--- src/rtl/xlf_pkg.sv ---
package xlf_pkg;
  typedef enum logic [1:0] {
    RES_LOOKUP  = 2'd0,
    RES_DS_OK   = 2'd1,
    RES_DS_DENY = 2'd2,
    RES_NOEXEC  = 2'd3
  } res_e;

  localparam int SR_W    = 32;
  localparam int SR_T    = 31;
  localparam int SR_KS   = 30;
  localparam int SR_KP   = 29;
  localparam int SR_NX   = 28;
  localparam int BUID_HI = 28;
  localparam int BUID_LO = 20;
  localparam logic [BUID_HI-BUID_LO:0] BUID_MEMF = 9'h07F;

  localparam logic [1:0] ACC_LOAD  = 2'b00;
  localparam logic [1:0] ACC_STORE = 2'b01;
endpackage

--- src/rtl/xlf_seg_regfile.sv ---
module xlf_seg_regfile #(
  parameter int N_SEG = 16,
  parameter int DW    = 32,
  localparam int IW   = $clog2(N_SEG)
) (
  input  logic          clk_i,
  input  logic          rst_ni,
  input  logic          we_i,
  input  logic [IW-1:0] widx_i,
  input  logic [DW-1:0] wdata_i,
  input  logic [IW-1:0] ridx_i,
  output logic [DW-1:0] rdata_o
);
  logic [DW-1:0] seg_q [N_SEG];

  for (genvar g = 0; g < N_SEG; g++) begin : g_seg
    always_ff @(posedge clk_i or negedge rst_ni) begin
      if (!rst_ni)                        seg_q[g] <= '0;
      else if (we_i && widx_i == IW'(g))  seg_q[g] <= wdata_i;
    end
  end

  // read sees pre-write contents in a colliding cycle
  assign rdata_o = seg_q[ridx_i];
endmodule

--- src/rtl/xlf_seg_decode.sv ---
module xlf_seg_decode
  import xlf_pkg::*;
(
  input  logic [SR_W-1:0] sr_i,
  input  logic            pr_i,
  input  logic [1:0]      acc_i,
  output logic            key_o,
  output logic            direct_o,
  output logic            nx_fetch_o,
  output logic            ds_ok_o,
  output logic            mem_forced_o
);
  logic is_store, is_load, is_fetch;

  assign is_store = (acc_i == ACC_STORE);
  assign is_load  = (acc_i == ACC_LOAD);
  assign is_fetch = acc_i[1];

  assign key_o      = (sr_i[SR_KP] && pr_i) || (sr_i[SR_KS] && !pr_i);
  assign direct_o   = sr_i[SR_T];
  assign nx_fetch_o = is_fetch && sr_i[SR_NX];
  // key=1 admits stores only, key=0 admits loads only
  assign ds_ok_o    = (is_store || !key_o) && (is_load || key_o);
  assign mem_forced_o = sr_i[SR_T] && (sr_i[BUID_HI:BUID_LO] == BUID_MEMF);
endmodule

--- src/rtl/xlf_hash_gen.sv ---
module xlf_hash_gen #(
  parameter int VSID_W    = 24,
  parameter int IDX_W     = 16,
  parameter int TAG_SHIFT = 7,
  parameter int IDX_DROP  = 10,
  localparam int HASH_W   = (VSID_W > IDX_W) ? VSID_W : IDX_W,
  localparam int TAG_W    = VSID_W + TAG_SHIFT
) (
  input  logic [VSID_W-1:0] vsid_i,
  input  logic [IDX_W-1:0]  pidx_i,
  output logic [HASH_W-1:0] hash1_o,
  output logic [HASH_W-1:0] hash2_o,
  output logic [TAG_W-1:0]  tag_o
);
  assign hash1_o = HASH_W'(vsid_i) ^ HASH_W'(pidx_i);
  assign hash2_o = ~hash1_o;
  assign tag_o   = (TAG_W'(vsid_i) << TAG_SHIFT) | TAG_W'(pidx_i >> IDX_DROP);
endmodule

--- src/rtl/seg_xlate_front.sv ---
module seg_xlate_front
  import xlf_pkg::*;
#(
  parameter int EA_W      = 32,
  parameter int SEL_W     = 4,
  parameter int PG_SHIFT  = 12,
  parameter int VSID_W    = 24,
  parameter int TAG_SHIFT = 7,
  parameter int IDX_DROP  = 10,
  localparam int N_SEG    = 1 << SEL_W,
  localparam int IDX_W    = EA_W - SEL_W - PG_SHIFT,
  localparam int HASH_W   = (VSID_W > IDX_W) ? VSID_W : IDX_W,
  localparam int TAG_W    = VSID_W + TAG_SHIFT
) (
  input  logic              clk_i,
  input  logic              rst_ni,
  input  logic              sr_we_i,
  input  logic [SEL_W-1:0]  sr_idx_i,
  input  logic [SR_W-1:0]   sr_wdata_i,
  input  logic              req_i,
  input  logic [EA_W-1:0]   ea_i,
  input  logic [1:0]        acc_i,
  input  logic              pr_i,
  output logic              vld_o,
  output logic [1:0]        code_o,
  output logic              key_o,
  output logic              mem_forced_o,
  output logic [EA_W-1:0]   raddr_o,
  output logic [HASH_W-1:0] hash1_o,
  output logic [HASH_W-1:0] hash2_o,
  output logic [TAG_W-1:0]  tag_o
);
  logic [SEL_W-1:0]  seg_sel;
  logic [SR_W-1:0]   sr;
  logic [IDX_W-1:0]  pidx;
  logic              key_d, direct_d, nx_fetch_d, ds_ok_d, memf_d;
  logic [HASH_W-1:0] h1_d, h2_d;
  logic [TAG_W-1:0]  tag_d;
  res_e              code_d;

  assign seg_sel = ea_i[EA_W-1 -: SEL_W];
  assign pidx    = ea_i[EA_W-SEL_W-1:PG_SHIFT];

  xlf_seg_regfile #(.N_SEG(N_SEG), .DW(SR_W)) u_regs (
    .clk_i   (clk_i),
    .rst_ni  (rst_ni),
    .we_i    (sr_we_i),
    .widx_i  (sr_idx_i),
    .wdata_i (sr_wdata_i),
    .ridx_i  (seg_sel),
    .rdata_o (sr)
  );

  xlf_seg_decode u_dec (
    .sr_i         (sr),
    .pr_i         (pr_i),
    .acc_i        (acc_i),
    .key_o        (key_d),
    .direct_o     (direct_d),
    .nx_fetch_o   (nx_fetch_d),
    .ds_ok_o      (ds_ok_d),
    .mem_forced_o (memf_d)
  );

  xlf_hash_gen #(
    .VSID_W(VSID_W), .IDX_W(IDX_W), .TAG_SHIFT(TAG_SHIFT), .IDX_DROP(IDX_DROP)
  ) u_hash (
    .vsid_i  (sr[VSID_W-1:0]),
    .pidx_i  (pidx),
    .hash1_o (h1_d),
    .hash2_o (h2_d),
    .tag_o   (tag_d)
  );

  always_comb begin
    if (direct_d)        code_d = ds_ok_d ? RES_DS_OK : RES_DS_DENY;
    else if (nx_fetch_d) code_d = RES_NOEXEC;
    else                 code_d = RES_LOOKUP;
  end

  always_ff @(posedge clk_i or negedge rst_ni) begin
    if (!rst_ni) begin
      vld_o        <= 1'b0;
      code_o       <= '0;
      key_o        <= 1'b0;
      mem_forced_o <= 1'b0;
      raddr_o      <= '0;
      hash1_o      <= '0;
      hash2_o      <= '0;
      tag_o        <= '0;
    end else begin
      vld_o <= req_i;
      if (req_i) begin
        code_o       <= code_d;
        key_o        <= key_d;
        mem_forced_o <= memf_d;
        raddr_o      <= (code_d == RES_DS_OK) ? ea_i : '0;
        hash1_o      <= (code_d == RES_LOOKUP) ? h1_d : '0;
        hash2_o      <= (code_d == RES_LOOKUP) ? h2_d : '0;
        tag_o        <= (code_d == RES_LOOKUP) ? tag_d : '0;
      end
    end
  end
endmodule

--- config.mk ---
export PLATFORM = sky130hd
export DESIGN_NAME = seg_xlate_front
export DESIGN_NICKNAME = d
export VERILOG_FILES = /design/src/rtl/xlf_pkg.sv /design/src/rtl/xlf_seg_regfile.sv /design/src/rtl/xlf_seg_decode.sv /design/src/rtl/xlf_hash_gen.sv /design/src/rtl/seg_xlate_front.sv
export SDC_FILE = /design/constraint.sdc
export NUM_CORES = 1
export LEC_CHECK = 0
export BUFFER_PORTS_ARGS = -buffer_cell sky130_fd_sc_hd__buf_2
export CAP_MARGIN = 20
export CORE_ASPECT_RATIO = 0.75
export CORE_UTILIZATION = 45
export DETAILED_ROUTE_END_ITERATION = 7
export GPL_TIMING_DRIVEN = 0
export PLACE_DENSITY = 0.64
export SLEW_MARGIN = 20
export SYNTH_ARGS = -nofsm -noshare
export SYNTH_HDL_FRONTEND = slang
export SYNTH_SLANG_ARGS = --single-unit
--- constraint.sdc ---
create_clock -name clk_i -period 1.8 [get_ports clk_i]
set_input_delay 0.36 -clock clk_i [delete_from_list [all_inputs] [get_ports clk_i]]
set_output_delay 0.36 -clock clk_i [all_outputs]
set_load 0.02 [all_outputs]
# Word level (Yosys, flattened, before mapping)
# Cells that the tools add are included.
dict set report totals {
  register_bits 628
  in_bits 75
  out_inout_bits 116
}
dict set report op_classes {
  n_lt_le_gt_ge 1
  eq_ne 18
  n_mux 10
  bitwise 4
  reduce_logical 29
}
# operator count
set op_table {}
lappend op_table {{binary-select mux 32 bit (select 4 bit)} 1}
lappend op_table {{two-way mux 32 bit} 3}
lappend op_table {{two-way mux 24 bit} 2}
lappend op_table {{equality test 4 bit, second input constant} 8}
lappend op_table {{two-way mux 31 bit} 1}
lappend op_table {{OR 31 x 6 -> 31 bit} 1}
lappend op_table {{NOT 24 bit} 1}
lappend op_table {{XOR 24 x 16 -> 24 bit} 1}
lappend op_table {{logical AND 1 bit} 21}
lappend op_table {{equality test 4 x 3 -> 1 bit, second input constant} 4}
lappend op_table {{equality test 9 x 7 -> 1 bit, second input constant} 1}
lappend op_table {{equality test 4 x 2 -> 1 bit, second input constant} 2}
lappend op_table {{two-way mux 2 bit} 3}
lappend op_table {{greater-or-equal comparator 5 bit, second input constant} 1}
lappend op_table {{NOT 4 -> 5 bit} 1}
lappend op_table {{equality test 2 x 1 -> 1 bit, second input constant} 2}
lappend op_table {{equality test 4 x 1 -> 1 bit, second input constant} 1}
lappend op_table {{zero test 2 bit} 2}
lappend op_table {{zero test 4 bit} 1}
lappend op_table {{logical OR 1 bit} 3}
lappend op_table {{zero test 1 bit} 2}

# Longest topological paths before layout
# Gate-level depths: netlist of run 1.
dict set report logic_depth {
  depth_word 13
  depth_mapped 10
}

# Cells and area by module
# A second synthesis of run 1 with hierarchy kept.
dict set report hier_totals {
  hier_cells 1990
  hier_area_um2 28129.5
}
# module n_inst cells_each area_each_um2 seq_area_each_um2
set modules_own_cells {}
lappend modules_own_cells {xlf_seg_regfile 1 1405 22770.6 12812.3}
lappend modules_own_cells {seg_xlate_front 1 495 4673.2 2902.8}
lappend modules_own_cells {xlf_hash_gen 1 80 606.8 0.0}
lappend modules_own_cells {xlf_seg_decode 1 10 78.8 0.0}

# Worst setup path before layout of run 1
# Ideal clock, no wire load.
dict set report synth_path {
  path_type {in2reg}
  startpoint {in ea_i[30]}
  endpoint {reg hash2_o[0]}
  setup_time_ns 0.121
  arrival_ns 2.234
  slack_ns -0.555
  cell_stages 7
  path_cell_list {buf_2 -> buf_2 -> clkbuf_1 -> mux4_2 -> mux4_2 -> xnor2_1 -> a22o_1}
}
dict set report synth_via {
  elab_chain_cells 13
  word_cells_on_any_way 19
}
# item line
set synth_lines {}
lappend synth_lines {{start: declaration} seg_xlate_front.sv:21} ;# input logic [EA_W-1:0] ea_i,
lappend synth_lines {{NOT 4 -> 5 bit (not written as such) *} xlf_seg_regfile.sv:24} ;# assign rdata_o = seg_q[ridx_i];
lappend synth_lines {{binary-select mux 32 bit (select 4 bit) *} xlf_seg_regfile.sv:24}
lappend synth_lines {{two-way mux 32 bit (not written as such) * (2 in a row)} xlf_seg_regfile.sv:24}
lappend synth_lines {{logical AND 1 bit} xlf_seg_decode.sv:19} ;# assign key_o = (sr_i[SR_KP] && pr_i) || (sr_i[SR_KS] && !pr_i);
lappend synth_lines {{logical OR 1 bit} xlf_seg_decode.sv:19}
lappend synth_lines {{zero test 1 bit} xlf_seg_decode.sv:23} ;# assign ds_ok_o = (is_store || !key_o) && (is_load || key_o);
lappend synth_lines {{logical OR 1 bit} xlf_seg_decode.sv:23}
lappend synth_lines {{logical AND 1 bit} xlf_seg_decode.sv:23}
lappend synth_lines {{two-way mux 2 bit (2 in a row)} seg_xlate_front.sv:76} ;# if (direct_d) code_d = ds_ok_d ? RES_DS_OK : RES_DS_DENY;
lappend synth_lines {{zero test 2 bit} seg_xlate_front.sv:99} ;# hash2_o <= (code_d == RES_LOOKUP) ? h2_d : '0;
lappend synth_lines {{two-way mux 24 bit *} seg_xlate_front.sv:99}
lappend synth_lines {{end signal: assignment} seg_xlate_front.sv:99}
lappend synth_lines {{end: declaration} seg_xlate_front.sv:30} ;# output logic [HASH_W-1:0] hash2_o,
# Every way passes the cells marked *; elsewhere a longest branch is shown, timed or not. The select of a mux whose other input is x is not followed.
# A chain may end at the register's enable or synchronous reset.

# Worst setup path after layout of run 1
dict set report layout_path {
  startpoint {reg u_regs.seg_q[287] (netlist bit)}
  endpoint {reg raddr_o[21]}
}
dict set report layout_via {
  elab_chain_cells 6
}
# item line
set layout_lines {}
lappend layout_lines {{start: declaration} xlf_seg_regfile.sv:14} ;# logic [DW-1:0] seg_q [N_SEG];
lappend layout_lines {{start signal: indexed assignment} xlf_seg_regfile.sv:19} ;# else if (we_i && widx_i == IW'(g)) seg_q[g] <= wdata_i;
lappend layout_lines {{binary-select mux 32 bit (select 4 bit)} xlf_seg_regfile.sv:24}
lappend layout_lines {{two-way mux 32 bit (not written as such) (2 in a row)} xlf_seg_regfile.sv:24}
lappend layout_lines {{two-way mux 2 bit} seg_xlate_front.sv:76}
lappend layout_lines {{equality test 2 x 1 -> 1 bit} seg_xlate_front.sv:97} ;# raddr_o <= (code_d == RES_DS_OK) ? ea_i : '0;
lappend layout_lines {{two-way mux 32 bit} seg_xlate_front.sv:97}
lappend layout_lines {{end signal: assignment} seg_xlate_front.sv:97}
lappend layout_lines {{end: declaration} seg_xlate_front.sv:28} ;# output logic [EA_W-1:0] raddr_o,
# Every way passes these cells. The select of a mux whose other input is x is not followed.

==> run_results.csv, run 1 <==
group,metric,value,unit
run_status,outcome,"finished, violations left",
run_status,failed_checks,"negative hold slack, negative setup slack",
synthesis,synth.top_cell.area_share,57.4,%
run,maxCapViolCount,0,
sta,fin_hold_ws,-0.262,ns
grt,global_route.usage.total,24.5,%
synthesis,post_synth_fa_ha_maj_area_fraction,0,%
sta,timing.fmax,449,MHz
clock_network,clk_transition_reported_paths,0.06,ns
detailed_routing,route.vias.total,16500,
synthesis,distinct_cells_synth,41,
power_and_ir_drop,leakage,14.2,nW
floorplan,die_y,214,um
floorplan,dieArea,61000,um2
synthesis,synth_enable_flop_cells,0,
grt,grt_start_max_net_pins,106,
synthesis,netlist_area,27000,um2
sta,grt_setup_unrepaired,"true",
sta,finClkSkew,0.0519,ns
synthesis,largest_family_of_logic_cells_by_synthesized_area,"multiplexers",
worst_hold_path,hold_class,"in2async",
grt,grt_antenna_before_repair,12,
synthesis,synth.net_count,1788,
synthesis,synth-seq-cells,619,
sta,postLayoutSetupSlackWorst,-0.426,ns
synthesis,synth-compound-area-share,4.02,%
grt,grt_first_pass_wirelength,112,mm
power_and_ir_drop,finalPower,41.1,mW
grt,grt-ovfl-total,0,
sta,final-hold-violation-count,81,
floorplan,boundaryPins,191,
clock_network,tritoncts,"yes",
worst_setup_path,kind_of_critical_path,"reg2reg",
clock_network,clock_insertion_delay_worst_skew,0.65,ns
sta,report.final.setup_viol,105,
sta,max-slew-margin-rel,33.8,%
synthesis,post_synth_inst_count,1713,
clock_network,cts_inserted_buffers,61,
synthesis,yosysSeqAreaShare,57.4,%
clock_network,cts_hold_repair.buffers,27,
placed_design,port_buffers,187,
sta,number_of_pins_exceeding_their_max_slew_limit_in_the_final_report,0,
placed_design,gp_routability_congestion,0.871,
synthesis,synth-async-reset-ratio,100,%
detailed_routing,post_drt_via_cell_ratio,5.81,
worst_setup_path,timing.critical_path.required,2.32,ns
synthesis,ys_dominant_reg_cell,"sky130_fd_sc_hd__dfrtp_1",
layout,areaGrowthSynthToFinish,19.8,%
synthesis,synth_top_area_cell,"sky130_fd_sc_hd__dfrtp_1",
synthesis,synth_mux_area_share,32.5,%
synthesis,synthXorXnorAreaFrac,0.552,%
placed_design,dp_hpwl,48.6,mm
power_and_ir_drop,max-vdd-ir-drop,0.00106,V
grt,first_global_vias,17400,
detailed_routing,drt-pass1-iter-count,5,
synthesis,synth-simple-area-share,2.66,%
detailed_routing,ant_nets,0,
sta,post-route-period-util,124,%
layout,utilization_of_the_core_after_routing,54.8,%
floorplan,die_x,285,um
sta,worst_slew_pin_slew,0.994,ns
worst_setup_path,path_max_fanout,10,
clock_network,root_driver,"sky130_fd_sc_hd__clkbuf_16",
detailed_routing,routed_wirelength,73.5,mm
worst_setup_path,critical_path_startpoint_category,"flop",
clock_network,buffers_from_clock_root_to_sink_at_most,3,
clock_network,ctsHtreeMaxLevel,2,
floorplan,coreArea,59100,um2
detailed_routing,wl_per_cell,25.8,um
layout,share_of_layout_cells_above_drive_strength_1,52.7,%
detailed_routing,first_iter_violations,1147,
clock_network,cts.sinks,619,
layout,nets,2080,
worst_setup_path,worst_setup_path_end_kind,"flop",
detailed_routing,remaining_drc_errors,0,
synthesis,synth-warning-count,0,
synthesis,synth.area.top_cells,"sky130_fd_sc_hd__dfrtp_1, sky130_fd_sc_hd__mux2_2, sky130_fd_sc_hd__mux4_2, sky130_fd_sc_hd__o2bb2ai_1, sky130_fd_sc_hd__a22o_1",
floorplan,rows,77,
synthesis,syn_avg_cell_area,15.8,um2
worst_setup_path,arrival,2.75,ns
sta,final.min_clock_period,2.23,ns
power_and_ir_drop,power_density,1270,nW/um2
floorplan,initial_standard_cell_utilization_of_the_core,45.7,%
==> synthesized netlist by cell type (7+ instances only) <==
library cell                number
sky130_fd_sc_hd__buf_4          20
sky130_fd_sc_hd__mux4_2        127
sky130_fd_sc_hd__mux2i_1        16
sky130_fd_sc_hd__mux2_2        512
sky130_fd_sc_hd__nor2_1         26
sky130_fd_sc_hd__a22oi_1         7
sky130_fd_sc_hd__dfrtp_1       619
sky130_fd_sc_hd__nand2_1        12
sky130_fd_sc_hd__buf_1          24
sky130_fd_sc_hd__nand3_1        19
sky130_fd_sc_hd__a22o_1         46
sky130_fd_sc_hd__nand4b_1        9
sky130_fd_sc_hd__clkbuf_1       97
sky130_fd_sc_hd__buf_2          17
sky130_fd_sc_hd__o2bb2ai_1      57
sky130_fd_sc_hd__xnor2_1        16
sky130_fd_sc_hd__nand4_1        38
sky130_fd_sc_hd__nand2b_1        7
==> cell usage in the layout (no fill, tap or decap), drive strengths merged, types with 2 or more instances in the layout <==
cell type / netlist / final
a22o: 46 / 46
bufinv: 0 / 6
mux2: 512 / 512
dlygate4sd3: 0 / 27
o221ai: 2 / 2
o21ai: 2 / 2
clkinv: 2 / 19
and2: 2 / 2
o311ai: 2 / 2
xnor2: 16 / 16
o2bb2ai: 57 / 57
nand4b: 9 / 9
nand2: 12 / 12
nor2: 26 / 26
a22oi: 7 / 7
a311oi: 4 / 4
inv: 2 / 4
dfrtp: 619 / 619
nand3b: 4 / 4
buf: 66 / 262
clkbuf: 97 / 183
nand2b: 7 / 7
clkinvlp: 0 / 3
nand4: 38 / 38
mux2i: 16 / 16
nor2b: 5 / 5
diode: 0 / 5
or3: 3 / 3
nand3: 19 / 19
mux4: 127 / 127
==> metrics by stage <==
stage	instances	instance area [um2]	setup TNS, ns	worst slack, ns	hold WS (ns)
2_1_floorplan	1713	27200	-32.51	-0.415	0.0644
3_3_place_gp	2690	29100	-7865.77	-12.13	0.464
3_5_place_dp	2696	29300	-468.05	-1.80	0.432
4_1_cts	2840	31900	-35.95	-0.409	-0.265
5_1_grt	2845	32300	-42.18	-0.473	-0.221
6_report	2846	32300	-37.76	-0.426	-0.262
==> worst max-delay path: stages (launching register included) <==
cell                        delay, ns
sky130_fd_sc_hd__dfrtp_1         0.38
sky130_fd_sc_hd__mux4_2          0.47
sky130_fd_sc_hd__mux4_2          0.61
sky130_fd_sc_hd__buf_4           0.25
sky130_fd_sc_hd__clkbuf_8        0.18
sky130_fd_sc_hd__nand4_1         0.14
sky130_fd_sc_hd__o2bb2ai_1       0.10
==> path summary, 6_finish.rpt <==
check                                              start                           to  slack [ns]  depth (start not counted)
hold reg to reg                  raddr_o[11]$_DFFE_PN0P_      raddr_o[11]$_DFFE_PN0P_        0.48                          1
setup reg to reg           u_regs.seg_q[287]$_DFFE_PN0P_      raddr_o[21]$_DFFE_PN0P_       -0.43                          6
max in group asynchronous                         rst_ni  u_regs.seg_q[4]$_DFFE_PN0P_        0.33                          4
setup / recovery           u_regs.seg_q[287]$_DFFE_PN0P_      raddr_o[21]$_DFFE_PN0P_       -0.43                          6
min in group clk_i                              ea_i[13]      raddr_o[13]$_DFFE_PN0P_        0.04                          3
hold / removal                                    rst_ni      hash1_o[16]$_DFFE_PN0P_       -0.26                          1
==> power by group <==
part	leakage [nW]	switching (mW)	total [mW]	internal (mW)
combinational	5.46	4.12	9.00	4.88
clock	1.04	5.54	13.2	7.68
sequential	7.68	1.72	18.8	17.1
==> logic make-up after synthesis <==
logic type | Yosys count
buffers and inverters | 167
muxes | 655
AOI/OAI and AO/OA | 126
xor gates and xnor gates | 17
and+or+nand+nor | 128
other | 1
DFF | 619
==> routing by layer <==
| layer | track usage [%] | vias up | wire (um) | part of all wire (%) |
|---|---|---|---|---|
| met2 | 36.1 | 517 | 32700 | 44 |
| met5 | 0 | - | 68 | 0.092 |
| met4 | 5.99 | 10 | 1310 | 1.8 |
| met3 | 5.61 | 97 | 5170 | 7.0 |
| li1 | - | 7041 | - | - |
| met1 | 36.8 | 8878 | 34300 | 47 |
==> flip-flops by register name (all words and copies together), names as in the netlist <==
register / flops
code_o: 2
key_o: 1
mem_forced_o: 1
hash2_o: 24
vld_o: 1
raddr_o: 32
hash1_o: 23
tag_o: 23
u_regs.seg_q: 512
==> cell type report <==
| type | count | area [um2] |
|---|---|---|
| antenna | 5 | 12.5 |
| buffer | 162 | 1100 |
| clock buffer | 81 | 1750 |
| clock inverter | 28 | 342 |
| fill | 4711 | 26700 |
| inverter | 4 | 15.0 |
| multi-input combinational | 927 | 11100 |
| sequential | 619 | 15500 |
| tap | 790 | 988 |
| timing repair buffer | 230 | 1520 |
==> repair_timing <==
item                                    4_1_cts  5_1_grt
pin swaps                                     5       26
endpoints found under the setup margin      169      359
setup buffers                                 6        1
resized for setup                            51      115
hold endpoints to repair                    111       81
cloned                                        3        0
(Power assumes the default switching activity.)
==> run 2, diff against run 1 <==
--- a/config.mk
+++ b/config.mk
@@ -12,6 +12,7 @@
 export DETAILED_ROUTE_END_ITERATION = 7
 export GPL_TIMING_DRIVEN = 0
 export PLACE_DENSITY = 0.64
+export RECOVER_POWER = 25
 export SLEW_MARGIN = 20
 export SYNTH_ARGS = -nofsm -noshare
 export SYNTH_HDL_FRONTEND = slang
==> run_results.csv, run 2 (same netlist as run 1, synthesis figures left out) <==
group,metric,value,unit
run_status,outcome,"finished, violations left",
run_status,failed_checks,"negative hold slack, negative setup slack",
grt,grt_antenna_before_repair,12,
worst_setup_path,path_max_fanout,10,
sta,grt_setup_unrepaired,"true",
grt,global_route.usage.total,24.5,%
sta,timing.fmax,450,MHz
placed_design,post-place-ws,-1.80,ns
sta,postLayoutSetupSlackWorst,-0.424,ns
layout,most-common-layout-cells,"sky130_fd_sc_hd__dfrtp_1, sky130_fd_sc_hd__mux2_2, sky130_fd_sc_hd__buf_2, sky130_fd_sc_hd__mux4_2, sky130_fd_sc_hd__clkbuf_16",
floorplan,dieArea,61000,um2
clock_network,ctsHtreeMaxLevel,2,
power_and_ir_drop,max-vdd-ir-drop,0.00106,V
worst_setup_path,kind_of_critical_path,"in2reg",
sta,max-slew-margin-rel,12.4,%
layout,final.fill_count,4716,
placed_design,dp_hpwl,48.6,mm
placed_design,port_buffers,187,
clock_network,tritoncts,"yes",
grt,grt_first_pass_wirelength,112,mm
layout,share_of_layout_cells_above_drive_strength_1,52.7,%
layout,area_of_combinational_cells_with_multiple_inputs,11100,um2
floorplan,die_y,214,um
grt,grt-ovfl-total,0,
power_and_ir_drop,finalPower,41.1,mW
layout,largest_registers,"u_regs.seg_q x512, raddr_o x32, hash2_o x24",
detailed_routing,first_iter_violations,1180,
detailed_routing,route.layer.met1.wl,34.6,mm
detailed_routing,post_drt_via_cell_ratio,5.83,
clock_network,root_driver,"sky130_fd_sc_hd__clkbuf_16",
clock_network,cts_hold_repair.buffers,27,
layout,commonest_non_fill_non_tap_cell_in_the_layout,"sky130_fd_sc_hd__dfrtp_1",
power_and_ir_drop,leakage,14.2,nW
detailed_routing,remaining_drc_errors,0,
clock_network,buffers_from_clock_root_to_sink_at_most,3,
floorplan,coreArea,59100,um2
detailed_routing,wl_met2,32.8,mm
floorplan,die_x,285,um
sta,post-route-period-util,124,%
sta,report.final.setup_viol,105,
sta,number_of_pins_exceeding_their_max_slew_limit_in_the_final_report,0,
layout,area.sequential,15500,um2
placed_design,gp_routability_congestion,0.871,
detailed_routing,top_layer,"met5",
placed_design,postPlaceCellArea,29300,um2
detailed_routing,routed_wirelength,73.7,mm
layout,largest-register,"u_regs.seg_q",
worst_setup_path,worst_setup_path_end_kind,"flop",
layout,largest_register_ff_count,512,
grt,first_global_vias,17400,
detailed_routing,ant_nets,0,
floorplan,boundaryPins,191,
sta,worst_slew_pin_slew,1.31,ns
floorplan,initial_standard_cell_utilization_of_the_core,45.7,%
worst_hold_path,hold_class,"in2async",
sta,fin_hold_ws,-0.283,ns
detailed_routing,wl_met3,4.92,mm
sta,finClkSkew,0.0476,ns
layout,final_design_area_no_fill,32300,um2
worst_setup_path,critical_path_startpoint_category,"primary input",
power_and_ir_drop,power_density,1270,nW/um2
clock_network,cts.sinks,619,
sta,final.min_clock_period,2.22,ns
run,maxCapViolCount,0,
detailed_routing,drt-pass1-iter-count,5,
clock_network,cts_inserted_buffers,61,
layout,nets,2080,
worst_setup_path,arrival,2.76,ns
grt,grt_start_max_net_pins,106,
sta,final-hold-violation-count,81,
floorplan,rows,77,
clock_network,clk_transition_reported_paths,0.06,ns
worst_setup_path,timing.critical_path.required,2.34,ns
detailed_routing,wl_per_cell,25.9,um
clock_network,clock_insertion_delay_worst_skew,0.65,ns
layout,areaGrowthSynthToFinish,19.6,%
detailed_routing,route.vias.total,16600,
run 2: power breakdown:
group | internal [mW] | leakage, nW | switching, mW
Combinational | 4.87 | 5.44 | 4.14
Clock | 7.68 | 1.04 | 5.53
Sequential | 17.1 | 7.68 | 1.73
run 2: per-stage QoR:
step                util, %  cells  hold slack [ns]   TNS, ns
floorplan                 -   1713           0.0644    -32.51
global placement       49.3   2690            0.464  -7865.77
detailed placement     49.6   2696            0.432   -468.05
CTS                    54.1   2840           -0.265    -35.95
global route           54.7   2845           -0.244    -47.91
finish                 54.7   2846           -0.283    -37.91
run 2: what timing repair did:
item                       CTS  global route
setup endpoints to repair  169           359
pin swaps                    5            26
buffers inserted             6             1
gates resized for setup     51           115
gates cloned                 3             0
hold endpoints to repair   111            81
run 2: final timing paths:
path                                                 end  cells past startpoint  slack [ns]                          start
min                              hash1_o[16]$_DFFE_PN0P_                      1       -0.28                         rst_ni
max in group asynchronous  u_regs.seg_q[124]$_DFFE_PN0P_                      2        0.22                         rst_ni
min reg2reg                      raddr_o[11]$_DFFE_PN0P_                      1        0.48        raddr_o[11]$_DFFE_PN0P_
min in group clk_i                 code_o[0]$_DFFE_PN0P_                      3        0.04                       acc_i[1]
max reg2reg                      raddr_o[21]$_DFFE_PN0P_                      6       -0.42  u_regs.seg_q[287]$_DFFE_PN0P_
max                              hash1_o[21]$_DFFE_PN0P_                      8       -0.42                       ea_i[29]
run 2: layout make-up:
type | count | area share [%]
diodes | 5 | 0.0388
well taps | 790 | 3.06
plain buffers | 162 | 3.40
clock buffers | 81 | 5.43
clock inverters | 28 | 1.06
repair buffers | 230 | 4.52
flip-flops and latches | 619 | 48.0
inverters | 4 | 0.0465
multi-input cells | 927 | 34.5
run 2: worst max-delay path: stages:
cell and delay (ns):
sky130_fd_sc_hd__buf_2 0.19, sky130_fd_sc_hd__buf_4 0.26, sky130_fd_sc_hd__buf_2 0.38, sky130_fd_sc_hd__buf_4 0.32, sky130_fd_sc_hd__mux4_2 0.35, sky130_fd_sc_hd__a22oi_1 0.21, sky130_fd_sc_hd__nand3_1 0.35, sky130_fd_sc_hd__a22o_1 0.32
run 2: routing by layer:
| metal | global-route usage, % | up-vias |
|---|---|---|
| met3 | 5.61 | 95 |
| met5 | 0 | - |
| met2 | 36.1 | 508 |
| li1 | - | 7032 |
| met4 | 5.99 | 10 |
| met1 | 36.8 | 8949 |
==> run 3, diff against run 2 <==
--- a/config.mk
+++ b/config.mk
@@ -7,11 +7,11 @@
 export LEC_CHECK = 0
 export BUFFER_PORTS_ARGS = -buffer_cell sky130_fd_sc_hd__buf_2
 export CAP_MARGIN = 20
-export CORE_ASPECT_RATIO = 0.75
-export CORE_UTILIZATION = 45
+export CORE_ASPECT_RATIO = 1.75
+export CORE_UTILIZATION = 35
 export DETAILED_ROUTE_END_ITERATION = 7
 export GPL_TIMING_DRIVEN = 0
-export PLACE_DENSITY = 0.64
+export PLACE_DENSITY = 0.52
 export RECOVER_POWER = 25
 export SLEW_MARGIN = 20
 export SYNTH_ARGS = -nofsm -noshare
==> run_results.csv, run 3 (same netlist as run 1, synthesis figures left out) <==
group,metric,value,unit
power_and_ir_drop,leakage,14.0,nW
worst_setup_path,path_max_fanout,10,
layout,most-common-layout-cells,"sky130_fd_sc_hd__dfrtp_1, sky130_fd_sc_hd__mux2_2, sky130_fd_sc_hd__buf_2, sky130_fd_sc_hd__mux4_2, sky130_fd_sc_hd__clkbuf_1",
layout,areaGrowthSynthToFinish,19.3,%
detailed_routing,route.vias.total,16400,
worst_setup_path,arrival,2.87,ns
layout,share_of_layout_cells_above_drive_strength_1,52.1,%
clock_network,cts_hold_repair.buffers,17,
layout,area.sequential,15500,um2
worst_setup_path,worst_setup_path_end_kind,"flop",
detailed_routing,drt-pass1-iter-count,5,
power_and_ir_drop,power_density,1270,nW/um2
sta,setup_total_negative_slack,-46.06,ns
grt,grt_first_pass_wirelength,122,mm
worst_setup_path,crit_path_cell_trace,"mux4_2 -> mux4_2 -> nor2_4 -> and2_4 -> buf_12 -> buf_12 -> a22o_1",
run_status,outcome,"finished, violations left",
detailed_routing,ant_nets,0,
layout,largest_register_ff_count,512,
sta,grt_setup_unrepaired,"true",
clock_network,clk_transition_reported_paths,0.07,ns
power_and_ir_drop,net_switching_power,11.3,mW
sta,finClkSkew,0.0157,ns
placed_design,gp_routability_congestion,0.840,
power_and_ir_drop,power.share.clock,31.9,%
sta,fin_hold_ws,-0.338,ns
sta,number_of_pins_exceeding_their_max_slew_limit_in_the_final_report,0,
placed_design,port_buffers,187,
power_and_ir_drop,p_int,29.4,mW
power_and_ir_drop,sequentialPowerShare,46.2,%
clock_network,buffers_from_clock_root_to_sink_at_most,3,
layout,nets,2069,
placed_design,dp_hpwl,58.0,mm
detailed_routing,post_drt_via_cell_ratio,5.36,
floorplan,die_x,212,um
floorplan,initial_standard_cell_utilization_of_the_core,35.4,%
clock_network,cts.sinks,619,
clock_network,ctsHtreeMaxLevel,2,
clock_network,cts_inserted_buffers,61,
worst_setup_path,timing.critical_path.required,2.36,ns
layout,area_of_combinational_cells_with_multiple_inputs,10900,um2
grt,grt-ovfl-total,0,
power_and_ir_drop,finalPower,40.7,mW
floorplan,coreArea,76300,um2
layout,final.fill_count,6995,
worst_setup_path,critical-path-slowest-cell,"sky130_fd_sc_hd__mux4_2",
layout,utilization_of_the_core_after_routing,42.2,%
sta,report.final.setup_viol,105,
grt,grt_start_max_net_pins,105,
sta,worst_slew_pin_slew,1.41,ns
floorplan,dieArea,78300,um2
power_and_ir_drop,sw_frac_of_total,27.8,%
sta,timing.fmax,431,MHz
floorplan,rows,134,
sta,max-slew-margin-rel,6.22,%
power_and_ir_drop,power.combinational.fraction,21.9,%
sta,final.min_clock_period,2.32,ns
floorplan,die_y,369,um
layout,final_design_area_no_fill,32200,um2
detailed_routing,first_iter_violations,900,
clock_network,clock_insertion_delay_worst_skew,0.63,ns
clock_network,root_driver,"sky130_fd_sc_hd__clkbuf_16",
grt,grt_antenna_before_repair,9,
run_status,failed_checks,"negative hold slack, negative setup slack",
floorplan,boundaryPins,191,
detailed_routing,routed_wirelength,81.9,mm
layout,largest-register,"u_regs.seg_q",
layout,largest_registers,"u_regs.seg_q x512, raddr_o x32, hash2_o x24",
sta,final-hold-violation-count,81,
power_and_ir_drop,max-vdd-ir-drop,0.000759,V
grt,global_route.usage.total,21.5,%
worst_setup_path,worst_path_largest_cell_delay,0.64,ns
worst_hold_path,hold_class,"in2async",
worst_setup_path,critical_path_startpoint_category,"flop",
detailed_routing,remaining_drc_errors,0,
grt,first_global_vias,18200,
sta,postLayoutSetupSlackWorst,-0.519,ns
clock_network,tritoncts,"yes",
detailed_routing,wl_per_cell,26.7,um
placed_design,postPlaceCellArea,29600,um2
worst_setup_path,kind_of_critical_path,"reg2reg",
run,maxCapViolCount,0,
layout,commonest_non_fill_non_tap_cell_in_the_layout,"sky130_fd_sc_hd__dfrtp_1",
sta,post-route-period-util,129,%
-- run 3: power groups by stage --
stage          registers (mW)  logic [mW]  clock network, mW
3_3_place_gp             18.8        8.46                  0
5_1_grt                  19.2        9.56               13.9
3_5_place_dp             19.0        8.72                  0
2_1_floorplan            19.1        5.36                  0
6_report                 18.8        8.93               13.0
4_1_cts                  18.8        9.04               13.3
-- run 3: critical path: cells and delay by family (launching register included) --
| family | cells | cell delay, ns |
|---|---|---|
| mux | 2 | 1.10 |
| flops | 1 | 0.38 |
| simple gates | 2 | 0.33 |
| buf+inv | 2 | 0.28 |
| compound gates | 1 | 0.14 |
-- run 3: area by class of cell --
cell class	count	area share, %
clock buffer	92	5.60
timing repair buffer	218	4.18
inverter	4	0.0466
antenna	5	0.0389
tap	1020	3.96
multi-input combinational	927	34.0
buffer	163	3.48
clock inverter	13	0.606
sequential	619	48.1
-- run 3: what timing repair did --
action                                  CTS  global route
cloned                                    4             0
hold endpoints to repair                 98            81
pin swaps                                 3             2
endpoints found under the setup margin  378           303
setup buffers                             5             1
gates resized for setup                  77            45
-- run 3: worst paths after layout --
kind,start,cells after the start,end,slack [ns]
setup / recovery,u_regs.seg_q[447]$_DFFE_PN0P_,7,tag_o[1]$_DFFE_PN0P_,-0.52
setup reg to reg,u_regs.seg_q[447]$_DFFE_PN0P_,7,tag_o[1]$_DFFE_PN0P_,-0.52
hold reg to reg,raddr_o[12]$_DFFE_PN0P_,1,raddr_o[12]$_DFFE_PN0P_,0.49
hold / removal,rst_ni,1,u_regs.seg_q[386]$_DFFE_PN0P_,-0.34
min in group clk_i,ea_i[17],3,raddr_o[17]$_DFFE_PN0P_,0.04
max in group asynchronous,rst_ni,2,u_regs.seg_q[154]$_DFFE_PN0P_,0.32
-- run 3: through the flow --
step	setup slack (ns)	cells
6_report	-0.519	3061
5_1_grt	-0.572	3057
4_1_cts	-0.524	3057
3_5_place_dp	-1.75	2926
3_3_place_gp	-12.14	2920
2_1_floorplan	-0.415	1713
-- run 3: routing by layer --
| metal | GRT usage [%] | vias up | share of wire (%) |
|---|---|---|---|
| li1 | - | 6993 | - |
| met1 | 24.1 | 8794 | 36 |
| met2 | 38.7 | 427 | 54 |
| met3 | 3.36 | 190 | 4.0 |
| met4 | 11.6 | 8 | 5.9 |
| met5 | 0 | - | 0.057 |
